File: src/rtl/tmr_pkg.sv
package tmr_pkg;
   typedef enum logic [1:0] {
      WR_NONE = 2'd0,
      WR_LOAD = 2'd1,
      WR_ACK  = 2'd2
   } wr_kind_e;
endpackage

File: src/rtl/tmr_wr_decode.sv
module tmr_wr_decode
   import tmr_pkg::*;
#(
   parameter int REG_W   = 32,
   parameter int CNT_W   = 20,
   parameter int EN_BIT  = 24,
   parameter int IEN_BIT = 25,
   parameter int ACK_BIT = 26
) (
   input  logic             wr_en,
   input  logic [REG_W-1:0] wr_data,
   output wr_kind_e         kind,
   output logic [CNT_W-1:0] load_val,
   output logic             load_run,
   output logic             load_ien
);
   logic unused_bits;
   assign unused_bits = ^wr_data;

   always_comb begin
      if (!wr_en)                kind = WR_NONE;
      else if (wr_data[ACK_BIT]) kind = WR_ACK;
      else                       kind = WR_LOAD;
   end

   assign load_val = wr_data[CNT_W-1:0];
   assign load_run = wr_data[EN_BIT];
   assign load_ien = wr_data[IEN_BIT];
endmodule

File: src/rtl/tmr_enable_reg.sv
module tmr_enable_reg (
   input  logic clk,
   input  logic rst_n,
   input  logic load,
   input  logic load_run,
   input  logic load_ien,
   output logic run_en,
   output logic irq_en
);
   always_ff @(posedge clk) begin
      if (!rst_n) begin
         run_en <= 1'b0;
         irq_en <= 1'b0;
      end else if (load) begin
         run_en <= load_run;
         irq_en <= load_ien;
      end
   end

   a_r2_enables_follow_load: assert property (@(posedge clk) disable iff (!rst_n)
      load |=> (run_en == $past(load_run)) && (irq_en == $past(load_ien)));
endmodule

File: src/rtl/tmr_down_counter.sv
module tmr_down_counter #(
   parameter int CNT_W = 20
) (
   input  logic             clk,
   input  logic             rst_n,
   input  logic             load,
   input  logic [CNT_W-1:0] load_val,
   input  logic             step,
   output logic [CNT_W-1:0] count,
   output logic             hit_zero
);
   localparam logic [CNT_W-1:0] ONE = CNT_W'(1);

   logic nonzero;
   assign nonzero  = |count;
   assign hit_zero = step && !load && (count == ONE);

   always_ff @(posedge clk) begin
      if (!rst_n)              count <= '0;
      else if (load)           count <= load_val;
      else if (step && nonzero) count <= count - ONE;
   end

   a_r4_hold_zero: assert property (@(posedge clk) disable iff (!rst_n)
      (count == '0 && !load) |=> (count == '0));
   a_r3_idle_stable: assert property (@(posedge clk) disable iff (!rst_n)
      (!step && !load) |=> $stable(count));
endmodule

File: src/rtl/tmr_irq_flag.sv
module tmr_irq_flag (
   input  logic clk,
   input  logic rst_n,
   input  logic set,
   input  logic ack,
   output logic pending
);
   always_ff @(posedge clk) begin
      if (!rst_n)   pending <= 1'b0;
      else if (set) pending <= 1'b1;
      else if (ack) pending <= 1'b0;
   end

   a_r6_ack_clears: assert property (@(posedge clk) disable iff (!rst_n)
      (ack && !set) |=> !pending);
endmodule

File: src/rtl/timer_irq_top.sv
module timer_irq_top
   import tmr_pkg::*;
#(
   parameter int REG_W    = 32,
   parameter int CNT_W    = 20,
   parameter int EN_BIT   = 24,
   parameter int IEN_BIT  = 25,
   parameter int ACK_BIT  = 26,
   parameter int STAT_W   = 16,
   parameter int STAT_BIT = 5
) (
   input  logic              clk,
   input  logic              rst_n,
   input  logic              wr_en,
   input  logic [REG_W-1:0]  wr_data,
   input  logic              tick,
   output logic [REG_W-1:0]  rd_data,
   output logic              irq,
   output logic [STAT_W-1:0] stat_word
);
   if (CNT_W < 1 || CNT_W > EN_BIT) begin : g_bad_cnt
      $error("CNT_W must fit below the control bits");
   end
   if (EN_BIT == IEN_BIT || EN_BIT == ACK_BIT || IEN_BIT == ACK_BIT) begin : g_bad_bits
      $error("control bit positions must differ");
   end
   if (ACK_BIT >= REG_W || IEN_BIT >= REG_W || EN_BIT >= REG_W) begin : g_bad_w
      $error("control bits must lie inside the register");
   end
   if (STAT_BIT >= STAT_W) begin : g_bad_stat
      $error("STAT_BIT outside the status word");
   end

   wr_kind_e         kind;
   logic [CNT_W-1:0] load_val;
   logic             load_run, load_ien;
   logic             run_en, irq_en;
   logic [CNT_W-1:0] count;
   logic             hit_zero, pending;
   logic             do_load, do_ack, step;

   tmr_wr_decode #(
      .REG_W(REG_W), .CNT_W(CNT_W), .EN_BIT(EN_BIT),
      .IEN_BIT(IEN_BIT), .ACK_BIT(ACK_BIT)
   ) u_dec (
      .wr_en(wr_en), .wr_data(wr_data), .kind(kind),
      .load_val(load_val), .load_run(load_run), .load_ien(load_ien)
   );

   assign do_load = (kind == WR_LOAD);
   assign do_ack  = (kind == WR_ACK);
   assign step    = run_en && tick;

   tmr_enable_reg u_en (
      .clk(clk), .rst_n(rst_n), .load(do_load),
      .load_run(load_run), .load_ien(load_ien),
      .run_en(run_en), .irq_en(irq_en)
   );

   tmr_down_counter #(.CNT_W(CNT_W)) u_cnt (
      .clk(clk), .rst_n(rst_n), .load(do_load), .load_val(load_val),
      .step(step), .count(count), .hit_zero(hit_zero)
   );

   tmr_irq_flag u_flag (
      .clk(clk), .rst_n(rst_n), .set(hit_zero && irq_en),
      .ack(do_ack), .pending(pending)
   );

   assign irq = pending;

   for (genvar i = 0; i < REG_W; i++) begin : g_rd
      if (i < CNT_W) begin : g_cnt
         assign rd_data[i] = count[i];
      end else if (i == EN_BIT) begin : g_run
         assign rd_data[i] = run_en;
      end else if (i == IEN_BIT) begin : g_ien
         assign rd_data[i] = irq_en;
      end else begin : g_zero
         assign rd_data[i] = 1'b0;
      end
   end

   for (genvar j = 0; j < STAT_W; j++) begin : g_stat
      if (j == STAT_BIT) begin : g_live
         assign stat_word[j] = pending;
      end else begin : g_tie
         assign stat_word[j] = 1'b0;
      end
   end

   a_r5_rise_from_one: assert property (@(posedge clk) disable iff (!rst_n)
      $rose(pending) |-> ($past(count) == CNT_W'(1)) && (count == '0));
   a_r6_ack_keeps_count: assert property (@(posedge clk) disable iff (!rst_n)
      (do_ack && !step) |=> $stable(count) && $stable(run_en) && $stable(irq_en));
endmodule

File: config.mk
export PLATFORM = sky130hd
export DESIGN_NAME = timer_irq_top
export DESIGN_NICKNAME = d
export VERILOG_FILES = /design/src/rtl/tmr_pkg.sv /design/src/rtl/tmr_wr_decode.sv /design/src/rtl/tmr_enable_reg.sv /design/src/rtl/tmr_down_counter.sv /design/src/rtl/tmr_irq_flag.sv /design/src/rtl/timer_irq_top.sv
export SDC_FILE = /design/constraint.sdc
export NUM_CORES = 1
export LEC_CHECK = 0
export ABC_AREA = 0
export BUFFER_PORTS_ARGS = -buffer_cell sky130_fd_sc_hd__clkbuf_2
export CAP_MARGIN = 25
export CORE_ASPECT_RATIO = 1.1
export CORE_MARGIN = 2
export CORE_UTILIZATION = 41
export CTS_CLUSTER_DIAMETER = 200
export CTS_CLUSTER_SIZE = 14
export DETAILED_ROUTE_END_ITERATION = 7
export GPL_TIMING_DRIVEN = 0
export HOLD_SLACK_MARGIN = 0.03
export PLACE_DENSITY = 0.75
export SYNTH_ARGS = -nofsm -noshare
export SYNTH_HDL_FRONTEND = slang
export SYNTH_SLANG_ARGS = --single-unit
File: constraint.sdc
create_clock -name clk -period 1.65 [get_ports clk]
set_input_delay 0.33 -clock clk [delete_from_list [all_inputs] [get_ports clk]]
set_output_delay 0.33 -clock clk [all_outputs]
set_load 0.02 [all_outputs]
==> results.rst <==
.. list-table::
   :header-rows: 1

   * - Metric
     - Value
   * - Outcome
     - finished, violations left
   * - Violations in the final reports
     - negative setup slack
   * - Largest cells by area after synthesis
     - sky130_fd_sc_hd__dfxtp_1, sky130_fd_sc_hd__buf_4, sky130_fd_sc_hd__nand2_1
   * - Number of cell rows
     - 24
   * - Final setup violation count
     - 21
   * - Largest net degree at the start of global routing
     - 13
   * - Top flip-flop cell by instance count after synthesis
     - sky130_fd_sc_hd__dfxtp_1
   * - Start-to-end type of the worst setup path
     - flip-flop to flip-flop
   * - Total standard cell area after synthesis
     - 0.00168 mm^2
   * - Final clock skew
     - 0.00301 ns
   * - Count of max-cap constraint violations
     - 0
   * - Final HPWL from detailed placement
     - 3.37 mm
   * - Inst Count DP
     - 334
   * - Maximum level of the CTS H-tree
     - 1
   * - Share of the synthesized area in the top cell type
     - 27.4%
   * - Area overhead of the layout relative to synthesis
     - 56.5%
   * - Critical path launch point type
     - flip-flop
   * - Setup tns final
     - -2.09 ns
   * - Worst-case clock buffer depth
     - 2
   * - Number of buffers inserted by hold repair at cts
     - 0
   * - Final std cells w/o fill
     - 366
   * - RSZ-0062 raised after global routing
     - true
   * - Number of global-route vias before repair
     - 1735
   * - Avg Vias per Cell
     - 5.43
   * - Number of inserted diodes
     - 0
   * - Pwr per Cell Area
     - 781 mW/mm^2
   * - DRC violation total after the first TritonRoute iteration
     - 180
   * - Slew at the pin with the worst max-slew slack
     - 0.633 ns
   * - Cts bufs inserted
     - 3
   * - Buffers on Ports
     - 50
   * - Slowest stage delay, CP
     - 0.43 ns
   * - Total number of vias
     - 1988
   * - First-pass iteration count of the detailed router
     - 4
   * - Clock latency of the later-clocked register in the worst-skew pair
     - 0.27 ns
   * - Most frequent cell after synthesis
     - sky130_fd_sc_hd__buf_4
   * - Maximum operating frequency
     - 0.554 GHz
   * - Footprint of the flip-flops and latches
     - 495 um^2
   * - Wire length after detailed routing
     - 5.78 mm
   * - Area of the placeable core
     - 0.00393 mm^2
   * - CTS tree
     - done
   * - Overall routing resource usage
     - 22.5%
   * - Buffers and inverters on the worst path
     - 1
   * - Die W
     - 65.0 um
   * - Reg2reg path depth
     - 6
   * - Most area-hungry cell type in the Yosys netlist
     - sky130_fd_sc_hd__dfxtp_1
   * - CTS Sinks
     - 23
   * - Worst Hold Margin
     - 0.278 ns
   * - Data required time of the worst path
     - 1.78 ns
   * - Critical-path cell list
     - nor3_4 > nand4_4 > o31a_1 > buf_4 > nand2_1 > a21oi_1
   * - Initial antenna violation count
     - 0
   * - Final cycle utilization of the critical path
     - 109%
   * - Worst rel slew slack
     - 57.8%
   * - Final Hold Fails
     - 0
   * - Hold Crit Depth
     - 3
   * - Clock Pin Slew Worst Setup and Hold Paths
     - 0.08 ns
   * - Peak supply drop
     - 0.419 mV
   * - Leakage component of the power
     - 1.18 nW
   * - Largest fanout on the critical path
     - 5
   * - Mean instance size in the synthesized netlist
     - 8.07 um^2
   * - Final Critical Period
     - 1.80 ns
   * - Number of nets in the final layout
     - 354
   * - Top post-synthesis cells by count
     - sky130_fd_sc_hd__buf_4, sky130_fd_sc_hd__dfxtp_1, sky130_fd_sc_hd__nand2_1, sky130_fd_sc_hd__a21oi_1, sky130_fd_sc_hd__o21ai_0
   * - Routed WL per cell
     - 15.8 um
   * - Seq/Total Area, Yosys
     - 27.4%
   * - Worst hold-check path type
     - input pin to flip-flop
   * - Kind of cell adding the most delay to the critical path
     - simple AND/OR/NAND/NOR gates
   * - Number of standard cells after synthesis
     - 208
   * - Worst Hold Endpoint
     - u_en.run_en$_SDFFE_PN0P_
   * - Number of flip-flops and latches in the synthesized netlist
     - 23
   * - Post-detailed-route count of antenna-violating nets
     - 0
   * - First-pass GRT wire length
     - 8.18 mm
   * - Post-synth EDFFs
     - 0
   * - Count of distinct cell types in the synthesized netlist
     - 46
   * - Beginning of the worst register-to-register path
     - u_cnt.count[6]$_SDFFE_PN0P_
   * - Starting density of the core
     - 42.7%
   * - Register-to-register setup slack
     - -0.15 ns
   * - Layout fillers
     - 325
   * - Startpoint of the lowest-slack hold path
     - wr_data[24]
   * - Worst Slack Setup Final
     - -0.155 ns
   * - Cell at the root of the clock tree
     - sky130_fd_sc_hd__clkbuf_8
   * - Placer Congestion
     - 0.817
   * - R2r endpoint
     - u_cnt.count[13]$_SDFFE_PN0P_
   * - Chip height
     - 71.1 um
   * - Total area of multi-input combinational cells
     - 0.00121 mm^2
   * - Data arrival time of the critical path
     - 1.93 ns
   * - DRC
     - 0
   * - Slowest stage cell, crit path
     - sky130_fd_sc_hd__o31a_1
   * - Worst Setup End Kind
     - flip-flop
   * - Die Footprint
     - 0.00462 mm^2
   * - Share of cells above drive strength 1
     - 53.5%
   * - Fraction of registers with async set/reset
     - 0%
   * - Slew Viols, Final
     - 0
   * - Warning count from the yosys run
     - 0
   * - Gr ovfl total
     - 0
   * - Number of ports placed on the die boundary
     - 85
-- final cells by class --
| class | instances | area share [%] |
|---|---|---|
| clock buffers | 4 | 1.72 |
| inverters | 4 | 0.572 |
| well taps | 52 | 2.48 |
| repair buffers | 78 | 19.5 |
| flip-flops and latches | 23 | 18.9 |
| plain buffers | 40 | 10.8 |
| multi-input cells | 165 | 46.1 |
-- worst max-delay path by stage --
| stage | startpoint | to | depth (start not counted) |
|---|---|---|---|
| finish | u_cnt.count[6]$_SDFFE_PN0P_ | u_cnt.count[13]$_SDFFE_PN0P_ | 6 |
| floorplan | u_cnt.count[16]$_SDFFE_PN0P_ | u_cnt.count[10]$_SDFFE_PN0P_ | 5 |
| CTS | u_cnt.count[8]$_SDFFE_PN0P_ | u_cnt.count[16]$_SDFFE_PN0P_ | 6 |
| global route | u_cnt.count[6]$_SDFFE_PN0P_ | u_cnt.count[4]$_SDFFE_PN0P_ | 7 |
| detailed placement | wr_en | u_cnt.count[16]$_SDFFE_PN0P_ | 8 |
| global placement | wr_data[26] | u_en.run_en$_SDFFE_PN0P_ | 7 |
-- power breakdown --
part / switching, W / total, W / internal [W]
sequential: 0.0000662 / 0.000667 / 0.000600
combinational: 0.000568 / 0.00102 / 0.000455
clock: 0.000189 / 0.000361 / 0.000173
-- placed cells by master (no fill, tap or decap), types with 2 or more instances in the layout --
| cell | n |
|---|---|
| sky130_fd_sc_hd__or4_4 | 3 |
| sky130_fd_sc_hd__a21oi_1 | 10 |
| sky130_fd_sc_hd__clkbuf_2 | 52 |
| sky130_fd_sc_hd__o32ai_1 | 3 |
| sky130_fd_sc_hd__o31ai_4 | 3 |
| sky130_fd_sc_hd__nor3_2 | 3 |
| sky130_fd_sc_hd__dfxtp_1 | 7 |
| sky130_fd_sc_hd__clkbuf_1 | 8 |
| sky130_fd_sc_hd__nand3_4 | 3 |
| sky130_fd_sc_hd__nand2_1 | 20 |
| sky130_fd_sc_hd__o31ai_1 | 5 |
| sky130_fd_sc_hd__dfxtp_2 | 10 |
| sky130_fd_sc_hd__clkbuf_8 | 3 |
| sky130_fd_sc_hd__nor3_4 | 3 |
| sky130_fd_sc_hd__o21ai_0 | 12 |
| sky130_fd_sc_hd__or3_1 | 4 |
| sky130_fd_sc_hd__o21ai_1 | 4 |
| sky130_fd_sc_hd__buf_12 | 2 |
| sky130_fd_sc_hd__a211oi_2 | 4 |
| sky130_fd_sc_hd__buf_4 | 47 |
| sky130_fd_sc_hd__o211ai_1 | 3 |
| sky130_fd_sc_hd__buf_6 | 9 |
| sky130_fd_sc_hd__nand2b_1 | 2 |
| sky130_fd_sc_hd__nand3_1 | 4 |
| sky130_fd_sc_hd__inv_2 | 2 |
| sky130_fd_sc_hd__conb_1 | 25 |
| sky130_fd_sc_hd__dfxtp_4 | 6 |
| sky130_fd_sc_hd__and2_1 | 2 |
| sky130_fd_sc_hd__a21oi_2 | 4 |
| sky130_fd_sc_hd__nor3_1 | 2 |
| sky130_fd_sc_hd__and3_1 | 2 |
| sky130_fd_sc_hd__inv_1 | 2 |
| sky130_fd_sc_hd__o221a_1 | 2 |
| sky130_fd_sc_hd__a31oi_1 | 6 |
| sky130_fd_sc_hd__o31a_1 | 2 |
| sky130_fd_sc_hd__nor2_1 | 9 |
-- tightest hold or removal path, stage by stage --
cell and delay (ns):
sky130_fd_sc_hd__clkbuf_2 0.08, sky130_fd_sc_hd__nand2_1 0.04, sky130_fd_sc_hd__a21oi_1 0.05
-- cells by family (layout without fill, tap and decap cells) --
kind of cell,count (synthesis),in the layout,share of synthesized area (%)
AO/OA/AOI/OAI,67,67,29.1
XOR/XNOR,2,2,1.04
adder cells (fa/ha/maj),3,3,2.24
buffers and inverters,44,126,17.2
flip-flops,23,23,27.4
other,1,25,0.223
AND/OR/NAND/NOR,68,68,22.7
-- layer usage --
metal  part of all wire, %  GRT usage (%)  vias to the layer above
met5                     0              0                        -
met4                   3.4           8.75                        0
met3                   9.8           2.23                       23
met2                    49           37.8                      132
met1                    38           29.6                      906
li1                      -              -                      927
-- timing repair --
action	in CTS	in global routing
gates cloned	2	0
buffers inserted	14	12
pin swaps	14	21
gates resized for setup	22	35
setup endpoints to repair	20	23
-- registers in the layout, summed over array words and instances (netlist names) --
register        cells
u_flag.pending      1
u_en.irq_en         1
u_en.run_en         1
u_cnt.count        20
-- stage by stage --
| stage | setup slack [ns] | util (%) | total power [W] | area (um^2) |
|---|---|---|---|---|
| 3_5_place_dp | -0.274 | 53.8 | 0.00134 | 2120 |
| 5_1_grt | -0.227 | 66.8 | 0.00214 | 2630 |
| 4_1_cts | -0.0934 | 60.5 | 0.00182 | 2380 |
| 3_3_place_gp | -0.264 | 53.8 | 0.00133 | 2120 |
| 2_1_floorplan | -0.0327 | - | 0.00117 | 1800 |
| 6_report | -0.155 | 66.8 | 0.00205 | 2630 |
Power figures use the tool's default switching activity.
